### src/rtl/rtc_pkg.sv
package rtc_pkg;
    localparam int BYTE_W  = 8;
    localparam int NF      = 7;   // calendar fields
    localparam int NA      = 6;   // alarm fields (no week)
    localparam int NEV     = 4;   // periodic event kinds

    localparam int F_SEC = 0;
    localparam int F_MIN = 1;
    localparam int F_HR  = 2;
    localparam int F_DAY = 3;
    localparam int F_MON = 4;
    localparam int F_YR  = 5;
    localparam int F_WK  = 6;

    typedef logic [NF-1:0][BYTE_W-1:0] rtc_vec_t;
    typedef logic [NA-1:0][BYTE_W-1:0] alarm_vec_t;

    typedef enum logic [0:0] {
        RUN_HALTED   = 1'b0,
        RUN_COUNTING = 1'b1
    } run_state_t;

    localparam rtc_vec_t TIME_RESET = {8'h00, 8'h00, 8'h01, 8'h01, 8'h00, 8'h00, 8'h00};

    function automatic logic [BYTE_W-1:0] bcd_inc(input logic [BYTE_W-1:0] v);
        if (v[3:0] == 4'd9)
            return {v[7:4] + 4'd1, 4'd0};
        else
            return {v[7:4], v[3:0] + 4'd1};
    endfunction

    function automatic logic leap_bcd(input logic [BYTE_W-1:0] yr);
        logic [3:0] o;
        o = yr[3:0];
        if (!yr[4])
            return (o == 4'd0) || (o == 4'd4) || (o == 4'd8);
        else
            return (o == 4'd2) || (o == 4'd6);
    endfunction

    function automatic logic [BYTE_W-1:0] last_day(input logic [BYTE_W-1:0] mon,
                                                   input logic [BYTE_W-1:0] yr);
        case (mon)
            8'h02:                      return leap_bcd(yr) ? 8'h29 : 8'h28;
            8'h04, 8'h06, 8'h09, 8'h11: return 8'h30;
            default:                    return 8'h31;
        endcase
    endfunction
endpackage

### src/rtl/rtc_time_counter.sv
module rtc_time_counter
    import rtc_pkg::*;
(
    input  logic                 clk,
    input  logic                 rst_n,
    input  logic                 advance,
    input  logic [NF-1:0]        wr_sel,
    input  logic [BYTE_W-1:0]    wr_data,
    output rtc_vec_t             live,
    output rtc_vec_t             next_tm,
    output logic [NEV-1:0]       ev
);
    rtc_vec_t cur_q;
    rtc_vec_t nxt_c;

    always_comb begin
        nxt_c = cur_q;
        ev    = '0;
        if (advance) begin
            ev[0] = 1'b1;
            if (cur_q[F_SEC] == 8'h59) begin
                nxt_c[F_SEC] = 8'h00;
                ev[1] = 1'b1;
                if (cur_q[F_MIN] == 8'h59) begin
                    nxt_c[F_MIN] = 8'h00;
                    ev[2] = 1'b1;
                    if (cur_q[F_HR] == 8'h23) begin
                        nxt_c[F_HR] = 8'h00;
                        ev[3] = 1'b1;
                        nxt_c[F_WK] = (cur_q[F_WK] >= 8'h06) ? 8'h00 : bcd_inc(cur_q[F_WK]);
                        if (cur_q[F_DAY] >= last_day(cur_q[F_MON], cur_q[F_YR])) begin
                            nxt_c[F_DAY] = 8'h01;
                            if (cur_q[F_MON] >= 8'h12) begin
                                nxt_c[F_MON] = 8'h01;
                                nxt_c[F_YR]  = (cur_q[F_YR] == 8'h99) ? 8'h00 : bcd_inc(cur_q[F_YR]);
                            end else begin
                                nxt_c[F_MON] = bcd_inc(cur_q[F_MON]);
                            end
                        end else begin
                            nxt_c[F_DAY] = bcd_inc(cur_q[F_DAY]);
                        end
                    end else begin
                        nxt_c[F_HR] = bcd_inc(cur_q[F_HR]);
                    end
                end else begin
                    nxt_c[F_MIN] = bcd_inc(cur_q[F_MIN]);
                end
            end else begin
                nxt_c[F_SEC] = bcd_inc(cur_q[F_SEC]);
            end
        end
    end

    always_ff @(posedge clk or negedge rst_n) begin
        if (!rst_n) begin
            cur_q <= TIME_RESET;
        end else begin
            for (int i = 0; i < NF; i++) begin
                if (wr_sel[i])
                    cur_q[i] <= wr_data;
                else
                    cur_q[i] <= nxt_c[i];
            end
        end
    end

    assign live    = cur_q;
    assign next_tm = nxt_c;
endmodule

### src/rtl/rtc_alarm_cmp.sv
module rtc_alarm_cmp
    import rtc_pkg::*;
(
    input  logic       advance,
    input  rtc_vec_t   next_tm,
    input  alarm_vec_t alarm,
    output logic       hit
);
    logic [NA-1:0] eq;

    for (genvar g = 0; g < NA; g++) begin : g_cmp
        assign eq[g] = (next_tm[g] == alarm[g]);
    end

    assign hit = advance && (&eq);
endmodule

### src/rtl/rtc_flag_irq.sv
module rtc_flag_irq
    import rtc_pkg::*;
(
    input  logic            clk,
    input  logic            rst_n,
    input  logic [NEV-1:0]  ev,
    input  logic            alarm_hit,
    input  logic            clr_en,
    input  logic [5:0]      clr_mask,
    input  logic [3:0]      ien,
    output logic [5:0]      flags,
    output logic            irq
);
    // flags[3:0] periodic events, flags[4] alarm, flags[5] power-up
    localparam logic [5:0] FLAGS_RESET = 6'b100000;

    logic [5:0] set_v;
    logic [5:0] clr_v;
    logic       sel_ev;

    assign set_v = {1'b0, alarm_hit, ev};
    assign clr_v = clr_en ? clr_mask : 6'b0;

    always_ff @(posedge clk or negedge rst_n) begin
        if (!rst_n)
            flags <= FLAGS_RESET;
        else
            flags <= (flags & ~clr_v) | set_v;
    end

    always_comb begin
        unique case (ien[1:0])
            2'b00:   sel_ev = flags[0];
            2'b01:   sel_ev = flags[1];
            2'b10:   sel_ev = flags[2];
            default: sel_ev = flags[3];
        endcase
        irq = (ien[3] && flags[4]) || (ien[2] && sel_ev);
    end
endmodule

### src/rtl/rtc_run_fsm.sv
module rtc_run_fsm
    import rtc_pkg::*;
(
    input  logic clk,
    input  logic rst_n,
    input  logic ctrl_wr,
    input  logic run_bit,
    output logic running
);
    run_state_t state_q;
    run_state_t state_d;

    always_ff @(posedge clk or negedge rst_n) begin
        if (!rst_n)
            state_q <= RUN_HALTED;
        else
            state_q <= state_d;
    end

    always_comb begin
        state_d = state_q;
        unique case (state_q)
            RUN_HALTED:   if (ctrl_wr && run_bit)  state_d = RUN_COUNTING; // START
            RUN_COUNTING: if (ctrl_wr && !run_bit) state_d = RUN_HALTED;   // HALT
            default:      state_d = RUN_HALTED;
        endcase
    end

    always_comb begin
        running = (state_q == RUN_COUNTING);
    end
endmodule

### src/rtl/bcd_rtc.sv
module bcd_rtc
    import rtc_pkg::*;
#(
    parameter int ADDR_W = 5
)(
    input  logic              clk,
    input  logic              rst_n,
    input  logic              tick_1s,
    input  logic [ADDR_W-1:0] bus_addr,
    input  logic [7:0]        bus_wdata,
    input  logic              bus_wr,
    input  logic              bus_rd,
    output logic [7:0]        bus_rdata,
    output logic              irq
);
    localparam int A_TIME = 0;
    localparam int A_ALM  = A_TIME + NF;
    localparam int A_CTRL = A_ALM + NA;
    localparam int A_STAT = A_CTRL + 1;
    localparam int A_IEN  = A_STAT + 1;
    localparam int A_CMP0 = A_IEN + 1;
    localparam int A_CMP1 = A_CMP0 + 1;

    localparam int CTRL_RUN_BIT  = 0;
    localparam int CTRL_SNAP_BIT = 6;

    logic [NF-1:0]  time_wr_sel;
    logic [NA-1:0]  alm_wr_sel;
    logic           time_wr_any;
    logic           ctrl_wr, stat_wr, ien_wr, cmp0_wr, cmp1_wr;
    logic           snap_req;
    logic           running;
    logic           advance;
    rtc_vec_t       live_tm, next_tm, shadow_tm;
    alarm_vec_t     alarm_q;
    logic [NEV-1:0] ev;
    logic           alarm_hit;
    logic [5:0]     flags;
    logic           alarm_flag, pwrup_flag;
    logic [5:0]     ctrl_keep_q;
    logic [3:0]     ien_q;
    logic [7:0]     cmp0_q, cmp1_q;
    logic [7:0]     rd_val;

    for (genvar g = 0; g < NF; g++) begin : g_twr
        assign time_wr_sel[g] = bus_wr && (bus_addr == ADDR_W'(A_TIME + g));
    end
    for (genvar g = 0; g < NA; g++) begin : g_awr
        assign alm_wr_sel[g] = bus_wr && (bus_addr == ADDR_W'(A_ALM + g));
    end

    assign time_wr_any = |time_wr_sel;
    assign ctrl_wr  = bus_wr && (bus_addr == ADDR_W'(A_CTRL));
    assign stat_wr  = bus_wr && (bus_addr == ADDR_W'(A_STAT));
    assign ien_wr   = bus_wr && (bus_addr == ADDR_W'(A_IEN));
    assign cmp0_wr  = bus_wr && (bus_addr == ADDR_W'(A_CMP0));
    assign cmp1_wr  = bus_wr && (bus_addr == ADDR_W'(A_CMP1));
    assign snap_req = ctrl_wr && bus_wdata[CTRL_SNAP_BIT];
    assign advance  = tick_1s && running;

    rtc_run_fsm u_run (
        .clk     (clk),
        .rst_n   (rst_n),
        .ctrl_wr (ctrl_wr),
        .run_bit (bus_wdata[CTRL_RUN_BIT]),
        .running (running)
    );

    rtc_time_counter u_cnt (
        .clk     (clk),
        .rst_n   (rst_n),
        .advance (advance),
        .wr_sel  (time_wr_sel),
        .wr_data (bus_wdata),
        .live    (live_tm),
        .next_tm (next_tm),
        .ev      (ev)
    );

    rtc_alarm_cmp u_alm (
        .advance (advance),
        .next_tm (next_tm),
        .alarm   (alarm_q),
        .hit     (alarm_hit)
    );

    rtc_flag_irq u_flags (
        .clk       (clk),
        .rst_n     (rst_n),
        .ev        (ev),
        .alarm_hit (alarm_hit),
        .clr_en    (stat_wr),
        .clr_mask  (bus_wdata[7:2]),
        .ien       (ien_q),
        .flags     (flags),
        .irq       (irq)
    );

    assign alarm_flag = flags[4];
    assign pwrup_flag = flags[5];

    always_ff @(posedge clk or negedge rst_n) begin
        if (!rst_n) begin
            alarm_q     <= '0;
            ctrl_keep_q <= '0;
            ien_q       <= '0;
            cmp0_q      <= '0;
            cmp1_q      <= '0;
            shadow_tm   <= TIME_RESET;
        end else begin
            for (int i = 0; i < NA; i++)
                if (alm_wr_sel[i]) alarm_q[i] <= bus_wdata;
            if (ctrl_wr)  ctrl_keep_q <= {bus_wdata[7], bus_wdata[5:1]};
            if (ien_wr)   ien_q       <= bus_wdata[3:0];
            if (cmp0_wr)  cmp0_q      <= bus_wdata;
            if (cmp1_wr)  cmp1_q      <= bus_wdata;
            if (snap_req) shadow_tm   <= live_tm;
        end
    end

    always_comb begin
        rd_val = 8'h00;
        for (int i = 0; i < NF; i++)
            if (bus_addr == ADDR_W'(A_TIME + i)) rd_val = shadow_tm[i];
        for (int i = 0; i < NA; i++)
            if (bus_addr == ADDR_W'(A_ALM + i)) rd_val = alarm_q[i];
        if (bus_addr == ADDR_W'(A_CTRL)) rd_val = {ctrl_keep_q[5], 1'b0, ctrl_keep_q[4:0], running};
        if (bus_addr == ADDR_W'(A_STAT)) rd_val = {flags, running, 1'b0};
        if (bus_addr == ADDR_W'(A_IEN))  rd_val = {4'h0, ien_q};
        if (bus_addr == ADDR_W'(A_CMP0)) rd_val = cmp0_q;
        if (bus_addr == ADDR_W'(A_CMP1)) rd_val = cmp1_q;
    end

    always_ff @(posedge clk or negedge rst_n) begin
        if (!rst_n)
            bus_rdata <= 8'h00;
        else if (bus_rd)
            bus_rdata <= rd_val;
    end
endmodule

### config.mk
export PLATFORM = sky130hd
export DESIGN_NAME = bcd_rtc
export DESIGN_NICKNAME = d
export VERILOG_FILES = /design/src/rtl/rtc_pkg.sv /design/src/rtl/rtc_time_counter.sv /design/src/rtl/rtc_alarm_cmp.sv /design/src/rtl/rtc_flag_irq.sv /design/src/rtl/rtc_run_fsm.sv /design/src/rtl/bcd_rtc.sv
export SDC_FILE = /design/constraint.sdc
export NUM_CORES = 1
export LEC_CHECK = 0
export BUFFER_PORTS_ARGS = -buffer_cell sky130_fd_sc_hd__buf_2
export CAP_MARGIN = 0
export CORE_MARGIN = 4
export CORE_UTILIZATION = 45
export CTS_CLUSTER_DIAMETER = 150
export DETAILED_ROUTE_END_ITERATION = 10
export MAX_ROUTING_LAYER = met4
export PLACE_DENSITY = 0.68
export SYNTH_ARGS = -nofsm -noshare
export SYNTH_HDL_FRONTEND = slang
export SYNTH_SLANG_ARGS = --single-unit
### constraint.sdc
create_clock -name clk -period 12.6 [get_ports clk]
set_input_delay 2.52 -clock clk [delete_from_list [all_inputs] [get_ports clk]]
set_output_delay 2.52 -clock clk [all_outputs]
set_load 0.005 [all_outputs]
==> results by group <==
Yosys
  • Synth warn: 0
  • Synth Instances: 1,274
  • Synthesized area: 0.0118 mm^2
  • Syn_nets: 1,318
  • Count of cell types in the netlist: 82
  • FF+latch count, synth: 201
  • Yosys top cell by area: dfrtp_1
  • Most common cell in the synthesized netlist: dfrtp_1
  • Synth top cells by count: dfrtp_1 (196), nand2_1 (129), nor2_1 (118)
  • Async set-reset flop share out of synthesis: 100%
  • Post-synth top area share: 41.5%
  • Syn Area/Cell: 9.27 um^2
  • EDFF count, synth: 0
  • Post-synthesis sequential area ratio: 42.6%
  • Top_reg_cell synth: dfrtp_1
  • Main area contributors after synthesis: dfrtp_1 (42%), mux2_2 (9.5%), o21ai_0 (4.2%)

Route
  • Average routed wire per standard cell: 25.2 um
  • # DRC: 0
  • Via Count: 10,400
  • DRT antenna net count: 0
  • Total routed wirelength: 40.6 mm
  • Drt pass-1 iters: 5
  • Vias/cell: 6.47
  • Initial drt markers: 1,238

Critical path
  • Reg-to-reg startpoint: u_cnt.live[32]
  • R2R Path End: u_flags.flags[4]
  • CP Max Fanout: 11
  • Worst Path Arrival: 5.88 ns
  • Startpoint Class: input port
  • Worst setup path category: input port to flop
  • Worst EP required: 13.05 ns
  • CP endpoint kind: flop
  • Worst r2r path cells: 16
  • R2r setup slk: 7.58 ns

Timing
  • Setup_tns: 0 ns
  • Fin. Hold Viols: 0
  • Slew @ Worst Pin: 0.982 ns
  • RSZ-0062 raised after global routing: no
  • Final worst path period need: 5.42 ns
  • Worst relative slew slack: 33.9%
  • Final worst path period share: 43.1%
  • Max Freq: 0.184 GHz
  • Final setup violating endpoints: 0
  • Worst Hold Slack: 0.481 ns
  • Clk_skew: 0.0204 ns
  • Final Max Tran Viols: 0

Pwr
  • Worst vdd ir: 0.115 mV
  • Cell leakage power: 0.00555 uW
  • Final Power: 2250 uW
  • Power Density: 172 mW/mm^2

Floorplan
  • Die area: 0.0289 mm^2
  • Chip height: 170 um
  • I/O pin cnt: 27
  • Die W: 170 um
  • Core area: 0.0259 mm^2
  • # rows: 59
  • Starting Density: 45.6%

Status
  • Status: finished clean

Placed design
  • Post-DP Area: 0.0121 mm^2
  • DPL Wire Length: 29.0 mm
  • GPL Wtd Cong: 1.02
  • PortBufs: 26

CTS
  • CTS Buffer Depth: 3
  • Worst-path clk slew: 0.06 ns
  • Root Driver: clkbuf_16
  • Post-CTS Hold Buffers: 0
  • Max H-tree Level: 1
  • TritonCTS clock tree: built
  • CTS Buf Count: 24
  • Postcts setup bufs: 0
  • PostCTS Resize Cnt: 0
  • Clock sinks: 201
  • Clk Latency, worst-skew pair: 0.54 ns

Run
  • Max-cap violations: 0

Global route
  • Initial antenna violation count: 0
  • Vias in the first global route: 10,000
  • GRT Total Usage: 28.9%
  • Largest net degree at the start of global routing: 75
  • First-pass GRT wire length: 62.0 mm
  • Grt ovf: 0

Finish
  • Design area: 0.0130 mm^2
  • Area grow syn2layout: 10.3%
  • FILL cells: 2,357
  • Layout cells sized above 1: 16.1%
  • Nets@finish: 1,303

Min path
  • Hold Path Class: flop to flop
  • Hold path depth: 2
  • Hold path start: cmp0_q[4]
  • Hold Path Sink: cmp0_q[4]
-- placed cells by master (no fill, tap or decap), types with 14 or more instances in the layout --
master,n
nand2_1,129
nor4_1,18
inv_1,33
dfrtp_1,196
nand4_1,16
nor3_1,28
buf_2,25
clkbuf_16,24
xnor2_1,20
a21oi_1,89
o21ai_0,98
nor2_1,118
mux2i_1,15
mux2_2,100
a22oi_1,14
xor2_1,21
a31oi_1,20
ha_1,26
nand3_1,30
-- power by group --
| part | internal (uW) | switching (uW) |
|---|---|---|
| clock | 482 | 290 |
| combinational | 219 | 300 |
| sequential | 766 | 189 |
| total | 1470 | 778 |
-- critical path: stages --
cell	delay, ns
buf_2	0.12
and2_1	0.34
nand2_1	0.32
or4_1	0.81
or3_1	0.59
nor3_1	0.34
a21oi_4	0.06
xnor2_1	0.12
or4_1	0.42
o31ai_2	0.22
-- state kept, by name, indices dropped and copies added, names as in the netlist, named ones only --
| signal | flops |
|---|---|
| ctrl_keep_q | 6 |
| alarm_q | 48 |
| shadow_tm | 56 |
| bus_rdata | 8 |
| cmp0_q | 8 |
| cmp1_q | 8 |
| u_cnt.live | 56 |
| ien_q | 4 |
| u_flags.flags | 6 |
-- kinds of logic (layout without fill, tap and decap cells) --
family / Yosys count / after routing / synth area share, %
mux: 117 / 117 / 11.1
fa+ha+maj: 26 / 26 / 2.75
simple gates: 450 / 450 / 19.2
buf+inv: 109 / 111 / 3.59
xor+xnor: 41 / 41 / 3.04
flops: 201 / 201 / 42.6
other cells: 0 / 1 / 0
compound gates: 330 / 330 / 17.6
-- stage by stage --
stage | cells | setup slack [ns] | util [%]
after CTS | 1611 | 7.25 | 50.3
after global routing | 1611 | 6.98 | 50.3
after global placement | 1568 | 6.81 | 46.8
after floorplan | 1274 | 7.54 | -
final | 1612 | 7.18 | 50.3
after detailed placement | 1568 | 6.69 | 46.8
-- layout make-up --
cell class / instances / area (um^2) / share of cell area, %
Clock buffer: 30 / 673 / 5.17
Multi-Input combinational cell: 964 / 6360 / 48.8
Timing Repair Buffer: 32 / 184 / 1.41
Inverter: 36 / 135 / 1.04
Clock inverter: 13 / 214 / 1.64
Sequential cell: 201 / 5040 / 38.7
Tap cell: 335 / 419 / 3.22
Antenna cell: 1 / 2.50 / 0.0192
-- layer usage --
metal,GRT usage (%),wire length (um),part of all wire (%),vias up
met1,39.4,17100,42,5174
met5,-,0,0,-
met3,5.55,3670,9.0,113
met4,12.0,1990,4.9,0
met2,42.5,17800,44,519
li1,-,-,-,4619
-- worst max path at each step --
stage / end / slack [ns] / start
4_1_cts: u_flags.flags[4] / 7.25 / tick_1s
5_1_grt: u_flags.flags[4] / 6.98 / tick_1s
2_1_floorplan: u_flags.flags[4] / 7.54 / tick_1s
6_report: u_flags.flags[4] / 7.18 / tick_1s
3_5_place_dp: u_flags.flags[4] / 6.69 / tick_1s
3_3_place_gp: u_flags.flags[4] / 6.81 / tick_1s
Power figures use the tool's default switching activity.
